[src/rtl/trig_bank.sv]
module trig_bank #(
  parameter int NUM_TRIG = 4,
  parameter int XLEN     = 32
) (
  input  logic            clk,
  input  logic            rst_n,
  input  logic            dbg_mode,
  input  logic            wr_en,
  input  logic [1:0]      reg_sel,
  input  logic [XLEN-1:0] wr_data,
  output logic [XLEN-1:0] rd_data,
  output logic            watch_fetch,
  output logic            watch_load,
  output logic            watch_store
);
  localparam int SW    = (NUM_TRIG > 1) ? $clog2(NUM_TRIG) : 1;
  localparam int TY_LO = XLEN - 4;
  localparam int DM_B  = XLEN - 5;
  localparam int TIM_B = 18;
  localparam int EXE_B = 2;
  localparam int STO_B = 1;
  localparam int LD_B  = 0;
  localparam logic [XLEN-1:0] WMASK   = (XLEN'(1) << DM_B) | XLEN'(20'hF_FFFF);
  localparam logic [XLEN-1:0] TY_WORD = XLEN'(2) << TY_LO;

  logic [SW-1:0]                    sel_q;
  logic [NUM_TRIG-1:0][XLEN-1:0]    ctl_q;
  logic [NUM_TRIG-1:0][XLEN-1:0]    cmp_q;
  logic [XLEN-1:0]                  ctl_new;
  logic                             sel_ok;
  logic                             locked;

  assign sel_ok = (32'(sel_q) < NUM_TRIG);
  assign locked = sel_ok && ctl_q[sel_q][DM_B] && !dbg_mode;

  always_comb begin
    ctl_new = wr_data & WMASK;
    if (wr_data[EXE_B]) ctl_new[TIM_B] = 1'b0;
  end

  always_ff @(posedge clk) begin
    if (!rst_n) begin
      sel_q <= '0;
      ctl_q <= '0;
      cmp_q <= '0;
    end else if (wr_en) begin
      case (reg_sel)
        2'd0: if (wr_data < XLEN'(NUM_TRIG)) sel_q <= SW'(wr_data);
        2'd1: if (sel_ok && !locked) ctl_q[sel_q] <= ctl_new;
        2'd2: if (sel_ok && !locked) cmp_q[sel_q] <= wr_data;
        default: ;
      endcase
    end
  end

  always_comb begin
    case (reg_sel)
      2'd0:    rd_data = XLEN'(sel_q);
      2'd1:    rd_data = sel_ok ? (ctl_q[sel_q] | TY_WORD) : '0;
      2'd2:    rd_data = sel_ok ? cmp_q[sel_q] : '0;
      default: rd_data = '0;
    endcase
  end

  always_comb begin
    watch_fetch = 1'b0;
    watch_load  = 1'b0;
    watch_store = 1'b0;
    for (int i = 0; i < NUM_TRIG; i++) begin
      watch_fetch |= ctl_q[i][EXE_B];
      watch_load  |= ctl_q[i][LD_B];
      watch_store |= ctl_q[i][STO_B];
    end
  end
endmodule

[config.mk]
export PLATFORM = sky130hd
export DESIGN_NAME = trig_bank
export DESIGN_NICKNAME = d
export VERILOG_FILES = /design/src/rtl/trig_bank.sv
export SDC_FILE = /design/constraint.sdc
export NUM_CORES = 1
export LEC_CHECK = 0
export BUFFER_PORTS_ARGS = -buffer_cell sky130_fd_sc_hd__buf_4
export CAP_MARGIN = 40
export CORE_MARGIN = 2
export CORE_UTILIZATION = 40
export CTS_BUF_LIST = sky130_fd_sc_hd__clkbuf_2
export CTS_CLUSTER_SIZE = 24
export DETAILED_ROUTE_END_ITERATION = 7
export SYNTH_ARGS = -nofsm -noshare
export SYNTH_HDL_FRONTEND = slang
export SYNTH_SLANG_ARGS = --single-unit
[constraint.sdc]
create_clock -name clk -period 2.7 [get_ports clk]
set_input_delay 0.27 -clock clk [delete_from_list [all_inputs] [get_ports clk]]
set_output_delay 0.27 -clock clk [all_outputs]
set_load 0.01 [all_outputs]
==> results of run 1 <==
[kinds of logic after synthesis]
group | count (synthesis) | synth area share
buffers and inverters | 68 | 0.0463
flip-flops | 214 | 0.449
multiplexers | 269 | 0.351
AND/OR/NAND/NOR | 292 | 0.134
AO/OA/AOI/OAI | 23 | 0.0202
[synthesized netlist by cell type (all sizes together)]
cell    instances
nand4           2
nor4b           1
nand3b          3
or4             3
nor3            9
dfxtp         214
mux2i         216
or3             1
and2           10
a21o            1
or3b            1
a22o           19
mux4           52
o21ai           1
a311oi          1
mux2            1
nor2b           3
nand3           1
clkbuf         40
a21oi           1
nand2         249
buf            28
nor4            6
nor2            1
nand2b          2
[final timing paths]
kind / from / to / slack (ns)
worst max-delay path: sel_q[0] / rd_data[6] / -0.04
worst min-delay path: dbg_mode / ctl_q[1] / 0.17
worst max register to register: sel_q[0] / cmp_q[72] / 0.28
worst min register to register: ctl_q[114] / ctl_q[114] / 0.46
[power breakdown]
part / leakage (nW) / internal, mW / switching, mW
clock: 0.383 / 0.918 / 1.29
sequential: 1.73 / 3.18 / 0.0140
combinational: 2.04 / 0.182 / 0.234
total: 4.15 / 4.28 / 1.54
[through the flow]
stage	total power, mW	instance area [um^2]
floorplan	3.47	9540
global placement	3.63	10400
detailed placement	3.63	10400
CTS	5.91	11700
global route	6.11	11700
finish	5.82	11700
[metal layers]
layer  GRT usage  wire length, um
met5           0                0
met4      0.0759              510
met3      0.0324             1030
met2       0.338            12000
met1       0.290            12100
[placed cells by master (no fill, tap or decap), types with 2 or more instances in the layout]
cell,count
sky130_fd_sc_hd__nand3b_1,3
sky130_fd_sc_hd__or4_1,3
sky130_fd_sc_hd__bufbuf_16,2
sky130_fd_sc_hd__and2_1,4
sky130_fd_sc_hd__mux4_2,52
sky130_fd_sc_hd__clkinv_1,5
sky130_fd_sc_hd__buf_16,7
sky130_fd_sc_hd__dfxtp_1,212
sky130_fd_sc_hd__buf_12,11
sky130_fd_sc_hd__nor2b_4,2
sky130_fd_sc_hd__nand2b_1,2
sky130_fd_sc_hd__a22o_1,18
sky130_fd_sc_hd__dlygate4sd3_1,38
sky130_fd_sc_hd__and2_4,6
sky130_fd_sc_hd__buf_6,28
sky130_fd_sc_hd__clkbuf_2,85
sky130_fd_sc_hd__nor4_1,6
sky130_fd_sc_hd__buf_4,66
sky130_fd_sc_hd__nand2_1,249
sky130_fd_sc_hd__nor3_4,8
sky130_fd_sc_hd__mux2i_1,216
sky130_fd_sc_hd__nand4_1,2
[cell type report]
class | instances | area (um^2)
antenna | 1 | 2.50
clock buffer | 85 | 425
clock inverter | 9 | 65.1
fill | 2129 | 11700
multi-input combinational | 584 | 4880
sequential | 214 | 4290
tap | 319 | 399
timing repair buffer | 152 | 1670
[flip-flops by register name, summed over array words and instances, names as in the netlist]
register	flops
cmp_q	128
ctl_q	84
sel_q	2
[worst max-delay path: stages, from the launching register on]
cell and delay, ns:
sky130_fd_sc_hd__dfxtp_4 0.44, sky130_fd_sc_hd__buf_12 0.13, sky130_fd_sc_hd__buf_16 0.14, sky130_fd_sc_hd__mux4_2 0.51, sky130_fd_sc_hd__a22o_4 0.28, sky130_fd_sc_hd__buf_6 0.12
[what timing repair did]
item	in CTS	in global routing
endpoints found under the hold margin	214	0
hold buffers	38	0
setup endpoints to repair	32	32
buffers inserted	6	2
gates resized for setup	43	1
pin swaps	24	2
cloned	8	0
==> metrics.csv, run 1 <==
stage,metric,value,unit
sta,hold_viol,0,
status,failed_checks,negative setup slack,
setup_path,worstRegToRegCells,7,
drt,ant_nets,0,
clock_tree,path_clk_slew,0.10,ns
drt,detail_route.wl_per_cell,18.8,um
sta,fin_crit_sh,1.01,
setup_path,cp_max_fo,8,
global_route,maximum_number_of_pins_on_one_net_before_global_route_repair,63,
flow_run,cap_viol_max_count,0,
synthesis,yosys-top-cells-area,"sky130_fd_sc_hd__dfxtp_1 45%, sky130_fd_sc_hd__mux2i_1 23%, sky130_fd_sc_hd__mux4_2 12%",
drt,detail_route.iter0.violations,438,
layout,post_route_cells_drive_above_1_share,0.266,
floorplanning,floorplan.die.width,158,um
status,run_status,"complete, but fails checks",
setup_path,critPathArrivalTime,2.47,ns
clock_tree,cts-buffers-inserted,56,
global_route,grt_first_pass_wirelength,40300,um
drt,postRouteWirelength,25600,um
global_route,grt_pass1_vias,7206,
power_and_ir_drop,pwr_density_cell,496,nW/um^2
global_route,grt_overflow,0,
sta,final_max_slew_viol_count,0,
synthesis,synth-seq-cells,214,
power_and_ir_drop,max-vdd-ir-drop,0.000220,V
clock_tree,clock_tree_from_tritoncts,yes,
layout,fin_cells,1364,
sta,timing.final.crit_period,2.74,ns
setup_path,crit_type,register to primary output,
sta,rsz0062_at_grt,true,
sta,setup_viol_count_final,10,
synthesis,yosysTopAreaCell,sky130_fd_sc_hd__dfxtp_1,
setup_path,critPathRequiredTime,2.43,ns
floorplanning,boundaryPins,73,
synthesis,netlist-cell-type-count,32,
sta,worst-slew-pin-transition,0.656,ns
synthesis,synth_cells,866,
clock_tree,root_buffer,sky130_fd_sc_hd__clkbuf_2,
placed_design,io_buffers,72,
sta,fin_skew,0.0696,ns
clock_tree,clock_tree.htree_level_count,2,
synthesis,mapped_nets,904,
drt,drtPass1Iterations,4,
drt,remaining_drc_errors,0,
placed_design,detailedPlace.worstSlack,0.625,ns
setup_path,end_kind,primary output,
power_and_ir_drop,leakage,4.15,nW
placed_design,dp_hpwl,14200,um
synthesis,synth.avg_cell_area,11.0,um^2
sta,max_freq,365,MHz
sta,timing.max_slew.rel_slack,0.558,
global_route,antenna_found_initial,1,
floorplanning,floorplan.initialDensity,0.406,
worst_hold_path,hold_path_class,primary input to register,
drt,detailroute.via_count,7046,
layout,final_util,0.500,
floorplanning,fp.dieArea,25100,um^2
layout,areaGrowthSynthToFinish,23.0,%
clock_tree,clock_path_buffers,3,
layout,layout.nets,1046,
clock_tree,cts.sinks,214,
worst_hold_path,min_delay_path_depth,5,
clock_tree,later_pin_clock_latency_in_the_skew_report,0.84,ns
floorplanning,die_extent_in_y,158,um
placed_design,placed_cells_incl_taps,1216,
setup_path,setup_crit_start_kind,register,
sta,timing.setup.tns,-0.177,ns
synthesis,yosysWarningCount,0,
global_route,grt_usage,0.211,
placed_design,final_weighted_congestion_of_routability_driven_global_placement,0.740,
floorplanning,fp-row-count,56,
synthesis,yosysTopAreaCellShare,0.449,
sta,worst_hold_slack,0.171,ns
synthesis,synth_area,9540,um^2
drt,ratio_of_routed_vias_to_standard_cells,5.17,
synthesis,sequential_cell_area_fraction_in_the_yosys_report,0.449,
floorplanning,core,23500,um^2
sta,final.setup.worst_slack,-0.0362,ns
Note: power is estimated with default switching activity, not from simulation.
==> inputs of run 2 (changes only) <==
--- a/config.mk
+++ b/config.mk
@@ -5,13 +5,17 @@
 export SDC_FILE = /design/constraint.sdc
 export NUM_CORES = 1
 export LEC_CHECK = 0
+export ABC_AREA = 1
 export BUFFER_PORTS_ARGS = -buffer_cell sky130_fd_sc_hd__buf_4
 export CAP_MARGIN = 40
+export CELL_PAD_IN_SITES_DETAIL_PLACEMENT = 1
+export CELL_PAD_IN_SITES_GLOBAL_PLACEMENT = 1
 export CORE_MARGIN = 2
 export CORE_UTILIZATION = 40
 export CTS_BUF_LIST = sky130_fd_sc_hd__clkbuf_2
 export CTS_CLUSTER_SIZE = 24
 export DETAILED_ROUTE_END_ITERATION = 7
+export PLACE_DENSITY = 0.81
 export SYNTH_ARGS = -nofsm -noshare
 export SYNTH_HDL_FRONTEND = slang
 export SYNTH_SLANG_ARGS = --single-unit
==> metrics.csv, run 2 <==
stage,metric,value,unit
layout,final_util,0.476,
clock_tree,clock_tree_from_tritoncts,yes,
synthesis,fraction_of_the_mapped_netlist_area_in_adder_cells,0,
synthesis,yosys-top-cells-area,"sky130_fd_sc_hd__dfxtp_1 41%, sky130_fd_sc_hd__nand2_1 18%, sky130_fd_sc_hd__nor2_1 16%",
synthesis,synthXorXnorAreaFrac,0,
synthesis,yosysWarningCount,0,
sta,hold_viol,0,
synthesis,synthTopCellsByCount,"514 x sky130_fd_sc_hd__nand2_1, 459 x sky130_fd_sc_hd__nor2_1, 222 x sky130_fd_sc_hd__inv_1, 214 x sky130_fd_sc_hd__dfxtp_1, 52 x sky130_fd_sc_hd__buf_2",
layout,leading_cell_types_in_the_layout_fill_and_taps_excluded,"512 x sky130_fd_sc_hd__nand2_1, 459 x sky130_fd_sc_hd__nor2_1, 222 x sky130_fd_sc_hd__inv_1",
clock_tree,later_pin_clock_latency_in_the_skew_report,0.86,ns
sta,timing.max_slew.rel_slack,0.608,
setup_path,cp_max_fo,17,
clock_tree,clock_tree.htree_level_count,2,
synthesis,async_flop_share,0,
power_and_ir_drop,leakage,6.59,nW
synthesis,synth_top_family_by_area,simple AND/OR/NAND/NOR gates,
synthesis,yosysTopAreaCell,sky130_fd_sc_hd__dfxtp_1,
sta,setup_viol_count_final,0,
layout,layout.nets,1795,
layout,max_reg_flops,128,
synthesis,synthMuxAreaShare,0,
drt,remaining_drc_errors,0,
setup_path,critPathRequiredTime,2.43,ns
layout,top_flop_regs,"cmp_q x128, ctl_q x84, sel_q x2",
synthesis,synth_area,10600,um^2
status,run_status,finished clean,
drt,drtPass1Iterations,5,
synthesis,mapped_nets,1700,
drt,ratio_of_routed_vias_to_standard_cells,4.97,
drt,ant_nets,0,
setup_path,crit_type,register to primary output,
setup_path,setup_crit_start_kind,register,
sta,timing.final.crit_period,2.58,ns
floorplanning,die_extent_in_y,166,um
sta,max_freq,387,MHz
floorplanning,fp-row-count,59,
synthesis,dominantRegCellSynth,sky130_fd_sc_hd__dfxtp_1,
setup_path,end_kind,primary output,
floorplanning,floorplan.die.width,166,um
clock_tree,path_clk_slew,0.09,ns
power_and_ir_drop,report.power.total,6.04,mW
sta,final_max_slew_viol_count,0,
layout,areaGrowthSynthToFinish,17.2,%
floorplanning,core,26000,um^2
clock_tree,cts-buffers-inserted,59,
placed_design,final_weighted_congestion_of_routability_driven_global_placement,0.759,
synthesis,netlist-cell-type-count,29,
placed_design,dp_hpwl,20500,um
flow_run,cap_viol_max_count,0,
synthesis,most_common_cell_in_the_synthesized_netlist,sky130_fd_sc_hd__nand2_1,
drt,detail_route.iter0.violations,571,
worst_hold_path,hold_path_class,primary input to register,
synthesis,post_synth_simple_gate_area,0.380,
sta,timing.setup.tns,0,ns
sta,fin_skew,0.0691,ns
global_route,grt_pass1_vias,10900,
global_route,grt_usage,0.239,
floorplanning,floorplan.initialDensity,0.406,
synthesis,synth-compound-area-share,0.0774,
synthesis,synth.avg_cell_area,6.35,um^2
drt,detailroute.via_count,10600,
synthesis,sequential_cell_area_fraction_in_the_yosys_report,0.406,
sta,rsz0062_at_grt,true,
layout,post_route_cells_drive_above_1_share,0.134,
clock_tree,root_buffer,sky130_fd_sc_hd__clkbuf_2,
clock_tree,clock_path_buffers,3,
synthesis,synth-seq-cells,214,
layout,nFillCells,3549,
layout,layout_commonest_cell,sky130_fd_sc_hd__nand2_1,
drt,postRouteWirelength,34000,um
global_route,maximum_number_of_pins_on_one_net_before_global_route_repair,71,
drt,detail_route.wl_per_cell,15.9,um
floorplanning,fp.dieArea,27700,um^2
layout,most_flop_heavy_register,cmp_q,
sta,worst_hold_slack,0.185,ns
global_route,grt_overflow,0,
power_and_ir_drop,pwr_density_cell,488,nW/um^2
synthesis,yosysTopAreaCellShare,0.406,
clock_tree,cts.sinks,214,
sta,fin_crit_sh,0.956,
layout,final_design_area_no_fill,12400,um^2
setup_path,critPathArrivalTime,2.31,ns
synthesis,synth_enable_flop_cells,0,
synthesis,synth_cells,1662,
global_route,grt_first_pass_wirelength,54800,um
placed_design,post_dp_cell_area,11200,um^2
sta,worst-slew-pin-transition,0.588,ns
global_route,antenna_found_initial,1,
placed_design,io_buffers,72,
power_and_ir_drop,max-vdd-ir-drop,0.000274,V
floorplanning,boundaryPins,73,
==> run 2: cell count changes in the layout (fill, tap and decap cells not counted), moves of 38 or more <==
cell / before / now
sky130_fd_sc_hd__nor2_1: 1 / 459
sky130_fd_sc_hd__inv_1: 0 / 222
sky130_fd_sc_hd__o221ai_1: 0 / 38
sky130_fd_sc_hd__mux4_2: 52 / 0
sky130_fd_sc_hd__nand2_1: 249 / 512
sky130_fd_sc_hd__mux2i_1: 216 / 0
==> run 2: cells by family (layout without fill, tap and decap cells) <==
logic type / after synthesis / count (layout)
other cells: 0 / 1
compound gates: 102 / 102
buf+inv: 338 / 477
flops: 214 / 214
simple gates: 1008 / 1008
==> run 2: final cells by class <==
class | count | area, um^2 | area share
antenna | 1 | 2.50 | 0.000202
clock buffer | 94 | 470 | 0.0380
clock inverter | 11 | 42.5 | 0.00344
inverter | 227 | 855 | 0.0690
multi-input combinational | 1110 | 4910 | 0.397
sequential | 214 | 4290 | 0.347
tap | 335 | 419 | 0.0339
timing repair buffer | 145 | 1390 | 0.112
==> run 2: report_power, final <==
| group | internal, mW | total (mW) | leakage, nW | switching [mW] |
|---|---|---|---|---|
| clock | 0.905 | 2.31 | 0.410 | 1.40 |
| combinational | 0.197 | 0.512 | 4.45 | 0.315 |
| sequential | 3.19 | 3.22 | 1.73 | 0.0246 |
==> run 2: path summary, 6_finish.rpt <==
path,from,end,slack (ns),cells past startpoint
worst max-delay path,sel_q[0],rd_data[14],0.12,9
worst min-delay path,dbg_mode,cmp_q[75],0.19,6
worst max register to register,sel_q[0],cmp_q[70],0.16,11
worst min register to register,cmp_q[41],cmp_q[41],0.52,4
==> run 2: routing by layer <==
layer / vias to the layer above / track usage / wire (um)
met1: 5165 / 0.302 / 15400
met4: 0 / 0.0690 / 691
met2: 186 / 0.425 / 16700
li1: 5212 / - / -
met3: 58 / 0.0333 / 1160
met5: - / 0 / 0
==> run 2: timing repair <==
action / in CTS / in global routing
hold endpoints to repair: 214 / 0
resized for setup: 5 / 17
setup buffers: 5 / 2
setup endpoints to repair: 32 / 29
pin swaps: 2 / 1
hold buffers: 38 / 0
gates cloned: 0 / 3
==> run 2: worst max-delay path, cell delays in order, from the launching register on <==
cell	delay [ns]
sky130_fd_sc_hd__dfxtp_4	0.40
sky130_fd_sc_hd__inv_4	0.09
sky130_fd_sc_hd__nor2_4	0.04
sky130_fd_sc_hd__buf_4	0.15
sky130_fd_sc_hd__clkbuf_16	0.19
sky130_fd_sc_hd__a22oi_1	0.20
sky130_fd_sc_hd__o221ai_1	0.15
sky130_fd_sc_hd__nand2_1	0.08
sky130_fd_sc_hd__nand2_1	0.06
sky130_fd_sc_hd__buf_4	0.14
==> run 2: per-stage QoR <==
step	setup WS (ns)	std cells
5_1_grt	-0.0533	2137
2_1_floorplan	1.13	1662
3_3_place_gp	0.646	1983
3_5_place_dp	0.554	1983
4_1_cts	0.000143	2131
6_report	0.119	2137
==> inputs of run 3 (changes only) <==
--- a/config.mk
+++ b/config.mk
@@ -15,6 +15,7 @@
 export CTS_BUF_LIST = sky130_fd_sc_hd__clkbuf_2
 export CTS_CLUSTER_SIZE = 24
 export DETAILED_ROUTE_END_ITERATION = 7
+export MAX_ROUTING_LAYER = met4
 export PLACE_DENSITY = 0.81
 export SYNTH_ARGS = -nofsm -noshare
 export SYNTH_HDL_FRONTEND = slang
==> metrics.csv, run 3 (synthesis results as in run 2) <==
stage,metric,value,unit
layout,layout.nets,1795,
floorplanning,die_extent_in_y,166,um
worst_hold_path,worstHoldEndpoint,cmp_q[75],
global_route,use_met2,0.425,
layout,fin_cells,2137,
setup_path,crit_type,register to primary output,
setup_path,crit_path_max_incr_delay,0.40,ns
setup_path,critPathRequiredTime,2.43,ns
floorplanning,floorplan.initialDensity,0.406,
setup_path,timing.rr.start,sel_q[0],
sta,setup_viol_count_final,0,
layout,layout_commonest_cell,sky130_fd_sc_hd__nand2_1,
layout,final_design_area_no_fill,12400,um^2
global_route,globalRouteMet1Util,0.302,
placed_design,placed_cells_incl_taps,1983,
setup_path,cp_max_fo,17,
drt,drtPass1Iterations,5,
clock_tree,clock_path_buffers,3,
clock_tree,clock_tree_from_tritoncts,yes,
placed_design,final_weighted_congestion_of_routability_driven_global_placement,0.769,
power_and_ir_drop,pwr_density_cell,488,nW/um^2
sta,rsz0062_at_grt,true,
sta,fin_skew,0.0596,ns
layout,areaGrowthSynthToFinish,17.2,%
layout,most_flop_heavy_register,cmp_q,
layout,leading_cell_types_in_the_layout_fill_and_taps_excluded,"512 x sky130_fd_sc_hd__nand2_1, 459 x sky130_fd_sc_hd__nor2_1, 222 x sky130_fd_sc_hd__inv_1",
layout,top_flop_regs,"cmp_q x128, ctl_q x84, sel_q x2",
global_route,met3_demand_to_capacity_share_in_global_routing,0.0333,
worst_hold_path,hold_path_startpoint,dbg_mode,
drt,postRouteWirelength,34000,um
power_and_ir_drop,leakage,6.59,nW
sta,hold_viol,0,
floorplanning,boundaryPins,73,
drt,detail_route.iter0.violations,605,
global_route,maximum_number_of_pins_on_one_net_before_global_route_repair,71,
placed_design,post_dp_cell_area,11200,um^2
power_and_ir_drop,power_frac_clock,0.382,
layout,final_util,0.476,
setup_path,cp_cell_sequence,"inv_4, nor2_4, buf_4, clkbuf_16, a22oi_1, o221ai_1, nand2_1, nand2_1, buf_4",
sta,final_max_slew_viol_count,0,
sta,worst_hold_slack,0.184,ns
floorplanning,fp.dieArea,27700,um^2
clock_tree,root_buffer,sky130_fd_sc_hd__clkbuf_2,
sta,timing.max_slew.rel_slack,0.612,
status,run_status,finished clean,
floorplanning,fp-row-count,59,
floorplanning,floorplan.die.width,166,um
sta,max_freq,386,MHz
setup_path,setup.reg_to_reg.worst_slack,0.16,ns
layout,post_route_cells_drive_above_1_share,0.134,
sta,final.setup.worst_slack,0.112,ns
setup_path,critical_path.slowest_cell,sky130_fd_sc_hd__dfxtp_4,
worst_hold_path,hold_path_class,primary input to register,
setup_path,worstRegToRegCells,11,
global_route,grt_usage,0.246,
clock_tree,cts.sinks,214,
drt,remaining_drc_errors,0,
power_and_ir_drop,max-vdd-ir-drop,0.000275,V
flow_run,cap_viol_max_count,0,
sta,timing.setup.tns,0,ns
global_route,antenna_found_initial,1,
drt,ant_nets,0,
clock_tree,clock_tree.htree_level_count,2,
worst_hold_path,min_delay_path_depth,6,
setup_path,end_kind,primary output,
power_and_ir_drop,internal_power_consumption,4.30,mW
sta,timing.final.crit_period,2.59,ns
power_and_ir_drop,seqPwrFrac,0.533,
layout,max_reg_flops,128,
global_route,grt_overflow,0,
floorplanning,core,26000,um^2
power_and_ir_drop,swShare,0.289,
sta,worst-slew-pin-transition,0.581,ns
power_and_ir_drop,total_switching_power,1.74,mW
clock_tree,path_clk_slew,0.09,ns
global_route,grt_first_pass_wirelength,54800,um
power_and_ir_drop,report.power.total,6.04,mW
drt,detail_route.wl_per_cell,15.9,um
drt,ratio_of_routed_vias_to_standard_cells,4.97,
placed_design,dp_hpwl,20500,um
setup_path,crit-reg2reg-capture,cmp_q[70],
setup_path,setup_crit_start_kind,register,
setup_path,critPathArrivalTime,2.32,ns
global_route,grt_pass1_vias,10900,
placed_design,detailedPlace.worstSlack,0.554,ns
placed_design,io_buffers,72,
power_and_ir_drop,power_frac_comb,0.085,
drt,detailroute.via_count,10600,
clock_tree,cts-buffers-inserted,59,
global_route,global_route.peak_usage_layer,met2,
sta,fin_crit_sh,0.958,
clock_tree,later_pin_clock_latency_in_the_skew_report,0.86,ns
[run 3: cell counts in the layout (fill, tap and decap cells not counted)]
Identical to the previous run, type by type.
[run 3: per-layer routing]
layer,part of all wire,wire [um],up-vias
met2,0.49,16600,192
met1,0.45,15400,5165
met5,0,0,-
li1,-,-,5214
met4,0.019,654,0
met3,0.038,1290,58
[run 3: final cells by class]
class | instances | area, um^2
timing repair buffer | 145 | 1390
antenna | 1 | 2.50
inverter | 227 | 855
sequential | 214 | 4290
clock inverter | 11 | 42.5
multi-input combinational | 1110 | 4910
fill | 3549 | 13600
tap | 335 | 419
clock buffer | 94 | 470
[run 3: worst max-delay path by stage]
stage	to	depth (start not counted)	slack, ns	from
2_1_floorplan	rd_data[26]	6	1.13	sel_q[1]
3_3_place_gp	ctl_q[102]	8	0.65	sel_q[1]
3_5_place_dp	ctl_q[101]	7	0.55	sel_q[1]
4_1_cts	rd_data[31]	7	0.0001	sel_q[0]
5_1_grt	rd_data[17]	9	-0.05	sel_q[0]
6_report	rd_data[14]	9	0.11	sel_q[0]
[run 3: worst max-delay path, delay by kind of cell, from the launching register on]
kind / cells / cell delay [ns]
buffers and inverters: 4 / 0.57
AND/OR/NAND/NOR: 3 / 0.18
AO/OA/AOI/OAI: 2 / 0.35
flip-flops: 1 / 0.40
[run 3: power by group through the flow]
stage	clock network, mW	registers [mW]	logic, mW
detailed placement	0	3.29	0.463
CTS	2.41	3.22	0.508
global placement	0	3.29	0.454
floorplan	0	3.28	0.285
global route	2.57	3.23	0.564
finish	2.31	3.22	0.512
[run 3: repair_timing]
action	4_1_cts	5_1_grt
endpoints found under the hold margin	214	0
gates resized for setup	5	17
pin swaps	2	1
buffers inserted	5	2
hold buffers	38	0
gates cloned	0	3
endpoints found under the setup margin	32	29
